**config.mk**
```make
export PLATFORM = sky130hd
export DESIGN_NAME = dsadc_cfg_master
export DESIGN_NICKNAME = d
export VERILOG_FILES = /design/src/rtl/dsadc_pkg.sv /design/src/rtl/dsadc_datapath.sv /design/src/rtl/dsadc_control.sv /design/src/rtl/dsadc_cfg_master.sv
export SDC_FILE = /design/constraint.sdc
export NUM_CORES = 1
export LEC_CHECK = 0
export CAP_MARGIN = 10
export CORE_MARGIN = 1
export CORE_UTILIZATION = 45
export DETAILED_ROUTE_END_ITERATION = 10
export GPL_ROUTABILITY_DRIVEN = 0
export PLACE_DENSITY = 0.65
export SYNTH_ARGS = -nofsm -noshare
export SYNTH_HDL_FRONTEND = slang
export SYNTH_SLANG_ARGS = --single-unit
```
**constraint.sdc**
```tcl
create_clock -name clk -period 4.33 [get_ports clk]
set_input_delay 0.866 -clock clk [delete_from_list [all_inputs] [get_ports clk]]
set_output_delay 0.866 -clock clk [all_outputs]
set_load 0.1 [all_outputs]
```
**src/rtl/dsadc_pkg.sv**
```systemverilog
package dsadc_pkg;

  localparam int MAX_REGS   = 16;
  localparam int REG_ADDR_W = 4;
  localparam int REG_CNT_W  = 5;

  localparam logic [7:0] CMD_STOP_CONT = 8'h16;
  localparam logic [3:0] PFX_WRITE     = 4'b0100;
  localparam logic [3:0] PFX_READ      = 4'b0010;
  localparam logic [7:0] BYTE_DUMMY    = 8'hFF;

  typedef enum logic [1:0] {
    OP_NOP    = 2'b00,
    OP_WRITE  = 2'b01,
    OP_READ   = 2'b10,
    OP_STOPRD = 2'b11
  } hostOp_e;

  // strobes from control to datapath
  typedef struct packed {
    logic       go;
    logic [7:0] txByte;
    logic       divLoad;
  } dpCtl_t;

endpackage

```
**src/rtl/dsadc_datapath.sv**
```systemverilog
module dsadc_datapath
  import dsadc_pkg::*;
#(
  parameter int DIV_W     = 8,
  parameter int MIN_DIV   = 24,
  parameter int DIV_RESET = 24
) (
  input  logic             clk,
  input  logic             rstN,
  input  dpCtl_t           ctl,
  input  logic [DIV_W-1:0] divValue,
  input  logic             miso,
  output logic             sclk,
  output logic             mosi,
  output logic             byteDone,
  output logic [7:0]       rxByte
);

  localparam logic [DIV_W-1:0] DIV_FLOOR = DIV_W'(MIN_DIV);
  localparam logic [DIV_W-1:0] DIV_INIT  =
    DIV_W'((DIV_RESET < MIN_DIV) ? MIN_DIV : DIV_RESET);

  logic [DIV_W-1:0] divReg;
  logic [DIV_W-1:0] halfCnt;
  logic [2:0]       bitCnt;
  logic             active;
  logic             sclkR;
  logic             mosiR;
  logic             doneR;
  logic [7:0]       txSh;
  logic [7:0]       rxSh;
  logic             halfTick;

  // divider register with a floor that keeps SCLK under its limit
  always_ff @(posedge clk or negedge rstN) begin
    if (!rstN) begin
      divReg <= DIV_INIT;
    end else if (ctl.divLoad) begin
      divReg <= (divValue < DIV_FLOOR) ? DIV_FLOOR : divValue;
    end
  end

  assign halfTick = active && (halfCnt == divReg);

  // one byte per go: rise shifts out, fall samples in
  always_ff @(posedge clk or negedge rstN) begin
    if (!rstN) begin
      halfCnt <= '0;
      bitCnt  <= '0;
      active  <= 1'b0;
      sclkR   <= 1'b0;
      mosiR   <= 1'b0;
      doneR   <= 1'b0;
      txSh    <= '0;
      rxSh    <= '0;
    end else begin
      doneR <= 1'b0;
      if (ctl.go) begin
        active  <= 1'b1;
        halfCnt <= '0;
        bitCnt  <= '0;
        txSh    <= ctl.txByte;
      end else if (active) begin
        if (halfTick) begin
          halfCnt <= '0;
          if (!sclkR) begin
            sclkR <= 1'b1;
            mosiR <= txSh[7];
            txSh  <= {txSh[6:0], 1'b0};
          end else begin
            sclkR  <= 1'b0;
            rxSh   <= {rxSh[6:0], miso};
            bitCnt <= bitCnt + 3'd1;
            if (bitCnt == 3'd7) begin
              active <= 1'b0;
              doneR  <= 1'b1;
            end
          end
        end else begin
          halfCnt <= halfCnt + 1'b1;
        end
      end
    end
  end

  assign sclk     = sclkR;
  assign mosi     = mosiR;
  assign byteDone = doneR;
  assign rxByte   = rxSh;

endmodule

```
**src/rtl/dsadc_control.sv**
```systemverilog
module dsadc_control
  import dsadc_pkg::*;
#(
  parameter int RST_LOW_CYCLES = 100,
  parameter int POWERUP_CYCLES = 1700000,
  parameter int GUARD_CYCLES   = 180,
  parameter int GAP_CYCLES     = 50
) (
  input  logic                  clk,
  input  logic                  rstN,
  input  logic                  reqValid,
  input  logic [1:0]            reqOp,
  input  logic [REG_ADDR_W-1:0] reqReg,
  input  logic [REG_CNT_W-1:0]  reqCount,
  input  logic [7:0]            wrData,
  input  logic                  divLoadReq,
  input  logic                  byteDone,
  input  logic [7:0]            rxByte,
  output dpCtl_t                ctl,
  output logic                  adcRstN,
  output logic                  adcStart,
  output logic                  csN,
  output logic                  busy,
  output logic                  done,
  output logic                  wrTake,
  output logic                  rdValid,
  output logic [7:0]            rdData
);

  localparam int MAX_A   = (RST_LOW_CYCLES > POWERUP_CYCLES) ? RST_LOW_CYCLES : POWERUP_CYCLES;
  localparam int MAX_B   = (GUARD_CYCLES > GAP_CYCLES) ? GUARD_CYCLES : GAP_CYCLES;
  localparam int TMR_MAX = (MAX_A > MAX_B) ? MAX_A : MAX_B;
  localparam int TMR_W   = $clog2(TMR_MAX + 1);
  localparam int IDX_W   = REG_CNT_W;

  localparam logic [TMR_W-1:0] RST_LAST   = TMR_W'(RST_LOW_CYCLES - 1);
  localparam logic [TMR_W-1:0] PWR_LAST   = TMR_W'(POWERUP_CYCLES - 1);
  localparam logic [TMR_W-1:0] GUARD_LAST = TMR_W'(GUARD_CYCLES - 1);
  localparam logic [TMR_W-1:0] GAP_LAST   = TMR_W'(GAP_CYCLES - 1);

  typedef enum logic [2:0] {
    ST_HOLD, ST_SETTLE, ST_IDLE, ST_LAUNCH, ST_SHIFT, ST_GUARD, ST_GAP
  } ctlState_e;

  ctlState_e             state;
  logic [TMR_W-1:0]      tmr;
  hostOp_e               opR;
  hostOp_e               opIn;
  logic [REG_ADDR_W-1:0] regR;
  logic [3:0]            cntM1R;
  logic [IDX_W-1:0]      idx;
  logic [IDX_W-1:0]      lastIdx;
  logic                  userFrame;
  logic                  adcRstNR, adcStartR, csNR, doneR, wrTakeR, rdValidR;
  logic [7:0]            rdDataR;
  logic                  countOk;
  logic                  reqOk;
  logic [7:0]            frameByte;

  assign opIn    = hostOp_e'(reqOp);
  assign countOk = (reqCount != '0) && (reqCount <= REG_CNT_W'(MAX_REGS));
  assign reqOk   = reqValid && (state == ST_IDLE) && (opIn != OP_NOP) &&
                   ((opIn == OP_STOPRD) || countOk);

  // byte for the current frame position
  always_comb begin
    if (opR == OP_STOPRD) begin
      frameByte = CMD_STOP_CONT;
    end else if (idx == '0) begin
      frameByte = {(opR == OP_WRITE) ? PFX_WRITE : PFX_READ, regR};
    end else if (idx == IDX_W'(1)) begin
      frameByte = {4'b0000, cntM1R};
    end else begin
      frameByte = (opR == OP_WRITE) ? wrData : BYTE_DUMMY;
    end
  end

  always_ff @(posedge clk or negedge rstN) begin
    if (!rstN) begin
      state     <= ST_HOLD;
      tmr       <= '0;
      opR       <= OP_STOPRD;
      regR      <= '0;
      cntM1R    <= '0;
      idx       <= '0;
      lastIdx   <= '0;
      userFrame <= 1'b0;
      adcRstNR  <= 1'b0;
      adcStartR <= 1'b0;
      csNR      <= 1'b1;
      doneR     <= 1'b0;
      wrTakeR   <= 1'b0;
      rdValidR  <= 1'b0;
      rdDataR   <= '0;
    end else begin
      doneR    <= 1'b0;
      wrTakeR  <= 1'b0;
      rdValidR <= 1'b0;
      case (state)
        ST_HOLD: begin
          if (tmr == RST_LAST) begin
            tmr       <= '0;
            adcRstNR  <= 1'b1;
            adcStartR <= 1'b1;
            state     <= ST_SETTLE;
          end else begin
            tmr <= tmr + 1'b1;
          end
        end
        ST_SETTLE: begin
          if (tmr == PWR_LAST) begin
            tmr       <= '0;
            opR       <= OP_STOPRD;
            idx       <= '0;
            lastIdx   <= '0;
            userFrame <= 1'b0;
            csNR      <= 1'b0;
            state     <= ST_LAUNCH;
          end else begin
            tmr <= tmr + 1'b1;
          end
        end
        ST_IDLE: begin
          if (reqOk) begin
            opR       <= opIn;
            regR      <= reqReg;
            cntM1R    <= 4'(reqCount - 5'd1);
            lastIdx   <= (opIn == OP_STOPRD) ? '0 : reqCount + 5'd1;
            idx       <= '0;
            userFrame <= 1'b1;
            csNR      <= 1'b0;
            state     <= ST_LAUNCH;
          end
        end
        ST_LAUNCH: begin
          wrTakeR <= (opR == OP_WRITE) && (idx >= IDX_W'(2));
          state   <= ST_SHIFT;
        end
        ST_SHIFT: begin
          if (byteDone) begin
            rdValidR <= (opR == OP_READ) && (idx >= IDX_W'(2));
            rdDataR  <= rxByte;
            if (idx == lastIdx) begin
              tmr   <= '0;
              state <= ST_GUARD;
            end else begin
              idx   <= idx + 1'b1;
              state <= ST_LAUNCH;
            end
          end
        end
        ST_GUARD: begin
          if (tmr == GUARD_LAST) begin
            tmr   <= '0;
            csNR  <= 1'b1;
            state <= ST_GAP;
          end else begin
            tmr <= tmr + 1'b1;
          end
        end
        ST_GAP: begin
          if (tmr == GAP_LAST) begin
            tmr   <= '0;
            doneR <= userFrame;
            state <= ST_IDLE;
          end else begin
            tmr <= tmr + 1'b1;
          end
        end
        default: state <= ST_HOLD;
      endcase
    end
  end

  assign ctl.go      = (state == ST_LAUNCH);
  assign ctl.txByte  = frameByte;
  assign ctl.divLoad = divLoadReq && (state == ST_IDLE);

  assign adcRstN  = adcRstNR;
  assign adcStart = adcStartR;
  assign csN      = csNR;
  assign busy     = (state != ST_IDLE);
  assign done     = doneR;
  assign wrTake   = wrTakeR;
  assign rdValid  = rdValidR;
  assign rdData   = rdDataR;

endmodule

```
**src/rtl/dsadc_cfg_master.sv**
```systemverilog
module dsadc_cfg_master
  import dsadc_pkg::*;
#(
  parameter int DIV_W          = 8,
  parameter int MIN_DIV        = 24,
  parameter int DIV_RESET      = 24,
  parameter int RST_LOW_CYCLES = 100,
  parameter int POWERUP_CYCLES = 1700000,
  parameter int GUARD_CYCLES   = 180,
  parameter int GAP_CYCLES     = 50
) (
  input  logic             clk,
  input  logic             rstN,
  input  logic             reqValid,
  input  logic [1:0]       reqOp,
  input  logic [3:0]       reqReg,
  input  logic [4:0]       reqCount,
  input  logic [7:0]       wrData,
  output logic             wrTake,
  input  logic             divLoad,
  input  logic [DIV_W-1:0] divValue,
  output logic             busy,
  output logic             done,
  output logic             rdValid,
  output logic [7:0]       rdData,
  output logic             adcRstN,
  output logic             adcStart,
  output logic             csN,
  output logic             sclk,
  output logic             mosi,
  input  logic             miso
);

  dpCtl_t     ctl;
  logic       byteDone;
  logic [7:0] rxByte;

  dsadc_control #(
    .RST_LOW_CYCLES(RST_LOW_CYCLES),
    .POWERUP_CYCLES(POWERUP_CYCLES),
    .GUARD_CYCLES  (GUARD_CYCLES),
    .GAP_CYCLES    (GAP_CYCLES)
  ) uCtl (
    .clk       (clk),
    .rstN      (rstN),
    .reqValid  (reqValid),
    .reqOp     (reqOp),
    .reqReg    (reqReg),
    .reqCount  (reqCount),
    .wrData    (wrData),
    .divLoadReq(divLoad),
    .byteDone  (byteDone),
    .rxByte    (rxByte),
    .ctl       (ctl),
    .adcRstN   (adcRstN),
    .adcStart  (adcStart),
    .csN       (csN),
    .busy      (busy),
    .done      (done),
    .wrTake    (wrTake),
    .rdValid   (rdValid),
    .rdData    (rdData)
  );

  dsadc_datapath #(
    .DIV_W    (DIV_W),
    .MIN_DIV  (MIN_DIV),
    .DIV_RESET(DIV_RESET)
  ) uDp (
    .clk     (clk),
    .rstN    (rstN),
    .ctl     (ctl),
    .divValue(divValue),
    .miso    (miso),
    .sclk    (sclk),
    .mosi    (mosi),
    .byteDone(byteDone),
    .rxByte  (rxByte)
  );

endmodule

```
==> flow_summary.toml, run 1 <==
[status]
status = "completed"

[sta]
finalSetupTns_ns = 0
worst_slack_ns = 0.705
setup_violations = 0
drv_slew = 0
grt_setup_unrepaired = "no"
relSlewSlack_pct = 29.0
hold_ws_ns = 0.485
min_period_ns = 3.62
skew_ns = 0.00860
period_share_pct = 83.7
fmax_mhz = 276
finalHoldViolations = 0
worst_pin_slew_ns = 1.05

[power_and_ir_drop]
p_total_mw = 1.81
p_per_area_nw_per_um2 = 300
leakage_nw = 2.65
irDropWorstVdd_v = 0.000228

[hold_path]
whs_path_depth = 2
hp-class = "reg -> reg"
hold_start = "uDp.txSh[1]"
min_to = "uDp.txSh[1]"

[logic_synthesis]
synthDistinctLibCells = 64
syn_nets = 567
yosysWarnings = 0
ys_seq_area_share_pct = 47.3
avgSynthCellArea_um2 = 9.82
synth-edff-count = 0
syn_area_um2 = 5140
synthFlopType = "dfrtp_1"
synth-seq-cells = 97
async_reset_ff_share_pct = 100
syn-instance-count = 524

[drt]
drt_iter0_markers = 296
routed_wl_um = 11200
antenna_left = 0
vias = 3987
firstDrtPassIters = 4
viasPerCell = 5.60
drc = 0
routedWlPerCell_um = 15.8

[critical_path]
end_kind = "primary output"
arrival_ns = 2.76
cp-start-kind = "flip-flop"
critical-path-slowest-cell = "clkdlybuf4s50_1"
rr_worst_depth = 6
r2r_slack_ns = 1.29
critical_path.cell_chain = "inv_1 > nor3_1 > inv_1 > clkdlybuf4s50_1"
crit_required_ns = 3.46
cpMostUsedCell = "inv_1"
timing.rr.end = "uCtl.tmr[10]"
crit_path_max_fanout = 10
cpPeakStageDelay_ns = 1.01
reg2reg_from = "uCtl.tmr[3]"
worstSetupPathType = "reg -> out"

[clock_tree]
clock_path_buffers = 2
cts_resized = 0
numCtsBuffers = 9
clk_pin_slew_ns = 0.07
htree_levels = 3
clock_sinks = 97
cts_tree = "yes"
cts_setup_buffers = 0
clkLatencyLatePin_ns = 0.35
ctsHoldBuffers = 0
cts_root_buffer = "clkbuf_16"

[placed_design]
dp_hpwl_um = 8100
dp_cells = 696
place_ws_ns = 0.869
numPortBuffers = 48

[floorplan]
fp.dieH_um = 109
rows = 38
die-area_um2 = 11900
core_area_um2 = 11000
initial_core_util_pct = 46.8
die_w_um = 109
ioPinCount = 49

[global_route]
grt_pass1_vias = 3939
grt_overflow = 0
grt_pass1_wl_um = 19000
grt_use_total_pct = 20.5
grt_max_degree = 73
antenna_found_initial = 0

[finish]
n_antenna_cell = 0
fillers = 1006
final_cells = 712
layout-drive-gt1-share_pct = 10.5
area_growth_pct = 17.1
nNetsFinal = 610

[run]
drv_cap = 0
## synthesized netlist by cell type, types with 8 or more instances
library cell | count | area share [%]
a21oi_1 | 22 | 2.1
and3_1 | 8 | 0.97
clkbuf_1 | 10 | 0.73
dfrtp_1 | 92 | 45
ha_1 | 11 | 2.7
inv_1 | 25 | 1.8
mux2_2 | 24 | 5.3
nand2_1 | 63 | 4.6
nand3_1 | 26 | 2.5
nand4_1 | 10 | 1.2
nor2_1 | 35 | 2.6
nor3_1 | 16 | 1.6
o21ai_0 | 24 | 2.3
xnor2_1 | 14 | 2.4
xor2_1 | 15 | 2.6
## logic make-up after synthesis
family	Yosys count	share of synthesized area, %
AO/OA/AOI/OAI	109	14.7
flip-flops	97	47.3
buffers and inverters	44	3.89
adder cells (fa/ha/maj)	11	2.68
AND/OR/NAND/NOR	206	20.4
XOR/XNOR	29	4.94
multiplexers	28	6.03
## state kept, by name, indices dropped and copies added, names as in the netlist, 2 cells and up
| name | cells |
|---|---|
| uCtl.lastIdx | 5 |
| uCtl.opR | 2 |
| uDp.divReg | 8 |
| uCtl.idx | 5 |
| uDp.rxByte | 8 |
| uDp.halfCnt | 8 |
| uCtl.state | 3 |
| uDp.txSh | 8 |
| uCtl.rdData | 8 |
| uDp.bitCnt | 3 |
| uCtl.cntM1R | 4 |
| uCtl.tmr | 21 |
| uCtl.regR | 4 |
## final cells by class
| type | count | area (um2) | area share (%) |
|---|---|---|---|
| inverters | 25 | 93.8 | 1.56 |
| well taps | 140 | 175 | 2.91 |
| clock buffers | 9 | 225 | 3.74 |
| flip-flops and latches | 97 | 2430 | 40.4 |
| repair buffers | 51 | 500 | 8.31 |
| multi-input cells | 383 | 2510 | 41.7 |
| clock inverters | 7 | 85.1 | 1.41 |
## worst max-delay path by stage
stage	from	to	slack [ns]
after floorplan	reqCount[0]	uCtl.regR[0]	1.87
after global placement	reqCount[0]	uCtl.regR[3]	0.95
after detailed placement	reqCount[0]	uCtl.regR[2]	0.87
after CTS	uCtl.state[1]	busy	0.65
after global routing	uCtl.state[1]	busy	0.56
final	uCtl.state[1]	busy	0.71
## routing by layer
metal	share of wire (%)	vias to the layer above	track usage [%]	wire (um)
met4	1.3	0	5.98	145
li1	-	1974	-	-
met2	48	60	33.8	5430
met3	3.3	11	4.36	371
met1	47	1942	27.1	5290
met5	0	-	0	0
## placed cells by master (no fill, tap or decap), types with 3 or more instances in the layout
| cell | n |
|---|---|
| a2bb2oi_1 | 6 |
| and3_1 | 8 |
| mux2i_1 | 4 |
| xnor2_1 | 14 |
| inv_1 | 25 |
| and4_1 | 3 |
| xor2_1 | 15 |
| nor3_1 | 16 |
| nor3b_1 | 3 |
| a22o_1 | 3 |
| dfstp_2 | 5 |
| nand3b_1 | 4 |
| nand2_1 | 63 |
| ha_1 | 11 |
| o2bb2ai_1 | 4 |
| and2_1 | 7 |
| nor2_1 | 35 |
| nand3_1 | 26 |
| mux2_2 | 24 |
| clkdlybuf4s50_1 | 47 |
| dfrtp_1 | 92 |
| a31oi_1 | 5 |
| o22ai_1 | 5 |
| or3_1 | 4 |
| nand4_1 | 10 |
| a211oi_1 | 4 |
| clkbuf_16 | 9 |
| inv_8 | 3 |
| o21ai_0 | 24 |
| o31ai_1 | 7 |
| buf_4 | 4 |
| or4_1 | 4 |
| nand2b_1 | 7 |
| nor4_1 | 4 |
| o211ai_1 | 7 |
| a21oi_1 | 22 |
## report_power, final
part / internal, mW / leakage, nW / switching [mW]
Sequential: 0.906 / 1.27 / 0.000335
Clock: 0.461 / 0.152 / 0.376
Combinational: 0.0307 / 1.22 / 0.0317
Total: 1.40 / 2.65 / 0.408
## per-stage QoR
step,area (um2),util (%)
after floorplan,5140,-
after global placement,5710,52.0
after detailed placement,5710,52.0
after CTS,6020,54.9
after global routing,6020,54.9
final,6020,54.9
## critical path: cells and delay by family (launching register included)
family                 cells  cell delay [ns]
AND/OR/NAND/NOR            1             0.47
buffers and inverters      3             1.40
flip-flops                 1             0.53
Power figures use the tool's default switching activity.
==> run 2: changes to the inputs <==
--- a/config.mk
+++ b/config.mk
@@ -10,7 +10,7 @@
 export CORE_UTILIZATION = 45
 export DETAILED_ROUTE_END_ITERATION = 10
 export GPL_ROUTABILITY_DRIVEN = 0
-export PLACE_DENSITY = 0.65
+export PLACE_DENSITY = 0.68
 export SYNTH_ARGS = -nofsm -noshare
 export SYNTH_HDL_FRONTEND = slang
 export SYNTH_SLANG_ARGS = --single-unit
==> constraint.sdc (replaced) <==
create_clock -name clk -period 3.2 [get_ports clk]
set_input_delay 0.64 -clock clk [delete_from_list [all_inputs] [get_ports clk]]
set_output_delay 0.64 -clock clk [all_outputs]
set_load 0.1 [all_outputs]
==> run 2 against run 1 <==
Effect of this change: sequential share of layout area down 0.092 points; power up 33%; register-to-register slack worse by 0.62 ns; clock skew up 0.0011 ns; non-clock buffer count up 8; critical endpoint is now uCtl.lastIdx[3]; largest cell class unchanged; highest routed layer unchanged.
==> flow_summary.toml, run 2 (synthesis gave the netlist of run 1 again) <==
[drt]
viasPerCell = 5.58
routedWlPerCell_um = 15.3
firstDrtPassIters = 4
routed_wl_um = 11000
drc = 0
drt_iter0_markers = 230
vias = 4017
antenna_left = 0

[clock_tree]
cts_tree = "yes"
htree_levels = 3
cts_root_buffer = "clkbuf_16"
cts_resized = 0
clk_pin_slew_ns = 0.07
clock_sinks = 97
ctsHoldBuffers = 0
cts_setup_buffers = 0
clock_path_buffers = 2
numCtsBuffers = 9
clkLatencyLatePin_ns = 0.35

[placed_design]
numPortBuffers = 48
dp_cells = 704
place_area_um2 = 5740
dp_hpwl_um = 7900
place_ws_ns = 0.197

[sta]
worst_pin_slew_ns = 0.934
skew_ns = 0.00969
setup_violations = 0
drv_slew = 0
worst_slack_ns = 0.519
relSlewSlack_pct = 37.7
grt_setup_unrepaired = "no"
hold_ws_ns = 0.331
finalSetupTns_ns = 0
finalHoldViolations = 0
fmax_mhz = 373
min_period_ns = 2.68
period_share_pct = 83.8

[finish]
mostFrequentLayoutCells = "92 x dfrtp_1, 63 x nand2_1, 35 x nor2_1"
largest_reg_flops = 21
layout-drive-gt1-share_pct = 14.3
nNetsFinal = 618
top_register = "uCtl.tmr"
layout_commonest_cell = "dfrtp_1"
design_area_um2 = 6040
utilization_pct = 55.0
n_antenna_cell = 0
final_cells = 720
area_growth_pct = 17.4

[floorplan]
core_area_um2 = 11000
fp.dieH_um = 109
die_w_um = 109
rows = 38
ioPinCount = 49
initial_core_util_pct = 46.8
die-area_um2 = 11900

[power_and_ir_drop]
switching_share_pct = 21.5
p_per_area_nw_per_um2 = 397
p_comb_share_pct = 3.6
seq_power_share_pct = 51.2
p_int_mw = 1.88
irDropWorstVdd_v = 0.000296
clkPwrFrac_pct = 45.2
leakage_nw = 2.71
p_sw_mw = 0.515
p_total_mw = 2.40

[run]
drv_cap = 0

[critical_path]
crit_path_max_fanout = 12
rr_worst_depth = 8
arrival_ns = 2.95
reg2reg_from = "uCtl.tmr[0]"
cp-startpoint = "reqCount[1]"
crit_required_ns = 3.47
cp-start-kind = "input port"
end_kind = "flip-flop"
worstSetupPathType = "in -> reg"

[global_route]
grt_pass1_vias = 3861
grt_max_degree = 98
grt_use_total_pct = 20.1
grt_overflow = 0
grt_pass1_wl_um = 18400
antenna_found_initial = 0

[status]
status = "completed"

[hold_path]
hp-class = "in -> async"
==> run 2: changes by cell type in the layout (fill, tap and decap cells not counted) <==
cell / delta
inv_8: -3
clkinvlp_4: -1
buf_4: +24
inv_6: +1
clkbuf_1: +2
buf_12: +1
clkdlybuf4s50_1: -17
clkinv_4: +1
==> run 2: final cells by class <==
cell class / instances / area (um2)
clock inverter: 5 / 61.3
inverter: 25 / 93.8
sequential: 97 / 2430
tap: 140 / 175
timing repair buffer: 59 / 531
fill: 971 / 4940
clock buffer: 11 / 233
multi-input combinational: 383 / 2510
==> run 2: worst max-delay path, stage by stage <==
cell and delay, ns:
clkdlybuf4s50_1 0.53, inv_1 0.06, ha_1 0.19, nor3b_1 0.15, xor2_1 0.16, a21oi_1 0.33
and2_1 0.35, buf_4 0.23, nand2_1 0.12, o2bb2ai_1 0.19
==> run 2: final timing paths <==
kind	end	slack (ns)
setup / recovery	uCtl.lastIdx[3]	0.52
hold / removal	uCtl.cntM1R[2]	0.33
setup reg to reg	uCtl.tmr[0]	0.67
hold reg to reg	uDp.txSh[3]	0.49
min in group clk	uDp.txSh[3]	0.49
max in group asynchronous	uDp.divReg[3]	2.46
==> run 2: power by group through the flow <==
stage               Clock (mW)  Sequential, mW  Combinational [mW]
global placement             0            1.25              0.0882
detailed placement           0            1.25              0.0884
floorplan                    0            1.25              0.0148
finish                    1.08            1.23              0.0871
global route              1.16            1.23              0.0972
CTS                       1.11            1.23              0.0889
==> run 2: metal layers <==
metal	GRT usage (%)	wire length (um)	vias up
met2	33.2	5240	66
met1	26.4	5210	1940
li1	-	-	1997
met5	0	0	-
met3	3.35	364	14
met4	7.82	181	0
==> run 3: changes to the inputs <==
==> constraint.sdc (replaced) <==
create_clock -name clk -period 2.3 [get_ports clk]
set_input_delay 0.46 -clock clk [delete_from_list [all_inputs] [get_ports clk]]
set_output_delay 0.46 -clock clk [all_outputs]
set_load 0.1 [all_outputs]
==> run 3 against run 2 <==
Effect of this change: routed wire length grew 4.0%; clock skew decreased by 0.0028 ns; setup slack lost 0.39 ns; highest routed layer unchanged; die area is the same; critical path depth down 2; non-clock buffer count rose by 33; count of clock-buffer cells in the layout is the same; design area increased by 4.9%; sequential cell count stayed put; register-to-register slack lost 0.54 ns; utilization increased by 2.7 points; critical endpoint is now uCtl.tmr[11]; largest cell class unchanged; first-iteration DRC count rose by 12%.
==> flow_summary.toml, run 3 (synthesis gave the netlist of run 1 again) <==
[critical_path]
end_kind = "flip-flop"
cpMostUsedCell = "buf_4"
r2r_slack_ns = 0.13
reg2reg_from = "uCtl.tmr[13]"
critical_path.cell_chain = "nor4_2 > buf_4 > nand3_1 > o31ai_2 > nand4_2 > buf_4 > a32oi_1 > o21ai_0"
crit_required_ns = 2.52
rr_worst_depth = 8
timing.rr.end = "uCtl.tmr[11]"
worstSetupPathType = "reg -> reg"
cpPeakStageDelay_ns = 0.44
arrival_ns = 2.39
cp-startpoint = "uCtl.tmr[13]"
crit_path_max_fanout = 11
worstSetupEndpoint = "uCtl.tmr[11]"
cp-start-kind = "flip-flop"
critical-path-slowest-cell = "dfrtp_2"

[floorplan]
fp.dieH_um = 109
die-area_um2 = 11900
die_w_um = 109
ioPinCount = 49
initial_core_util_pct = 46.8
core_area_um2 = 11000
rows = 38

[power_and_ir_drop]
p_per_area_nw_per_um2 = 510
irDropWorstVdd_v = 0.000632
p_int_mw = 2.53
p_comb_share_pct = 3.9
p_sw_mw = 0.698
clkPwrFrac_pct = 43.2
leakage_nw = 2.88
seq_power_share_pct = 52.8
switching_share_pct = 21.6

[clock_tree]
cts_tree = "yes"
numCtsBuffers = 9
htree_levels = 3
cts_root_buffer = "clkbuf_16"
clock_path_buffers = 2
clk_pin_slew_ns = 0.06
ctsHoldBuffers = 0
clock_sinks = 97
clkLatencyLatePin_ns = 0.35

[sta]
worst_pin_slew_ns = 0.626
period_share_pct = 94.2
setup_violations = 0
min_period_ns = 2.17
relSlewSlack_pct = 58.3
hold_ws_ns = 0.137
finalSetupTns_ns = 0
drv_slew = 0
fmax_mhz = 462
finalHoldViolations = 0
skew_ns = 0.00689

[finish]
layout-drive-gt1-share_pct = 20.6
n_antenna_cell = 0
largest_reg_flops = 21
final_cells = 753
nNetsFinal = 651
top_register = "uCtl.tmr"
area_growth_pct = 23.1
fillers = 924
layout_commonest_cell = "dfrtp_1"
mostFrequentLayoutCells = "89 x dfrtp_1, 63 x nand2_1, 60 x buf_4"

[drt]
antenna_left = 0
drt_iter0_markers = 258
vias = 4160
drc = 0
routedWlPerCell_um = 15.2
routed_wl_um = 11400
viasPerCell = 5.52
firstDrtPassIters = 4

[global_route]
grt_max_degree = 98
grt_pass1_wl_um = 19400
grt_use_total_pct = 21.2
antenna_found_initial = 0
grt_pass1_vias = 4082
grt_overflow = 0

[placed_design]
dp_hpwl_um = 8420
dp_cells = 736
numPortBuffers = 48

[run]
drv_cap = 0

[hold_path]
hp-class = "in -> async"

[status]
status = "completed"
## run 3: power by group through the flow
stage                     registers, mW  logic [mW]  clock network [mW]
final                              1.71       0.127                1.40
after global routing               1.71       0.143                1.49
after CTS                          1.71       0.130                1.44
after detailed placement           1.74       0.130                   0
after global placement             1.74       0.129                   0
after floorplan                    1.74      0.0206                   0
## run 3: critical path: cells and delay by family (launching register included)
kind	cells	cell delay (ns)
AOI/OAI and AO/OA	3	0.57
buffers and inverters	2	0.40
DFF	1	0.44
and+or+nand+nor	3	0.63
## run 3: final cells by class
class	count	area (um2)	area share (%)
Multi-Input combinational cell	383	2560	40.4
Inverter	25	93.8	1.48
Clock inverter	5	31.3	0.494
Sequential cell	97	2440	38.5
Tap cell	140	175	2.77
Timing Repair Buffer	92	791	12.5
Clock buffer	11	243	3.83
## run 3: per-stage QoR
step | utilization, % | cell area, um2 | power, mW | setup WS, ns
2_1_floorplan | - | 5140 | 1.76 | 0.000145
3_3_place_gp | 54.6 | 6000 | 1.87 | -0.186
3_5_place_dp | 54.6 | 6000 | 1.87 | -0.216
4_1_cts | 57.2 | 6280 | 3.28 | 0.0186
5_1_grt | 57.7 | 6330 | 3.34 | -0.0282
6_report | 57.7 | 6330 | 3.23 | 0.133
## run 3: worst min-delay path by stage
stage	to	slack [ns]
final	uCtl.cntM1R[3]	0.14
after global routing	uCtl.cntM1R[2]	0.19
after CTS	uCtl.cntM1R[3]	0.18
after detailed placement	uDp.txSh[2]	0.48
after global placement	uDp.txSh[6]	0.47
after floorplan	uCtl.adcRstN	0.16
## run 3: timing repair
item / 4_1_cts / 5_1_grt
resized for setup: 2 / 9
pin swaps: 0 / 1
setup endpoints to repair: 2 / 29
setup buffers: 0 / 1
endpoints found under the hold margin: 0 / 0
## run 3: per-layer routing
metal  share of wire (%)  global-route usage, %
met1                  45                   27.0
met2                  49                   35.0
met3                 4.6                   5.50
met4                 1.4                   6.76
met5                   0                      0
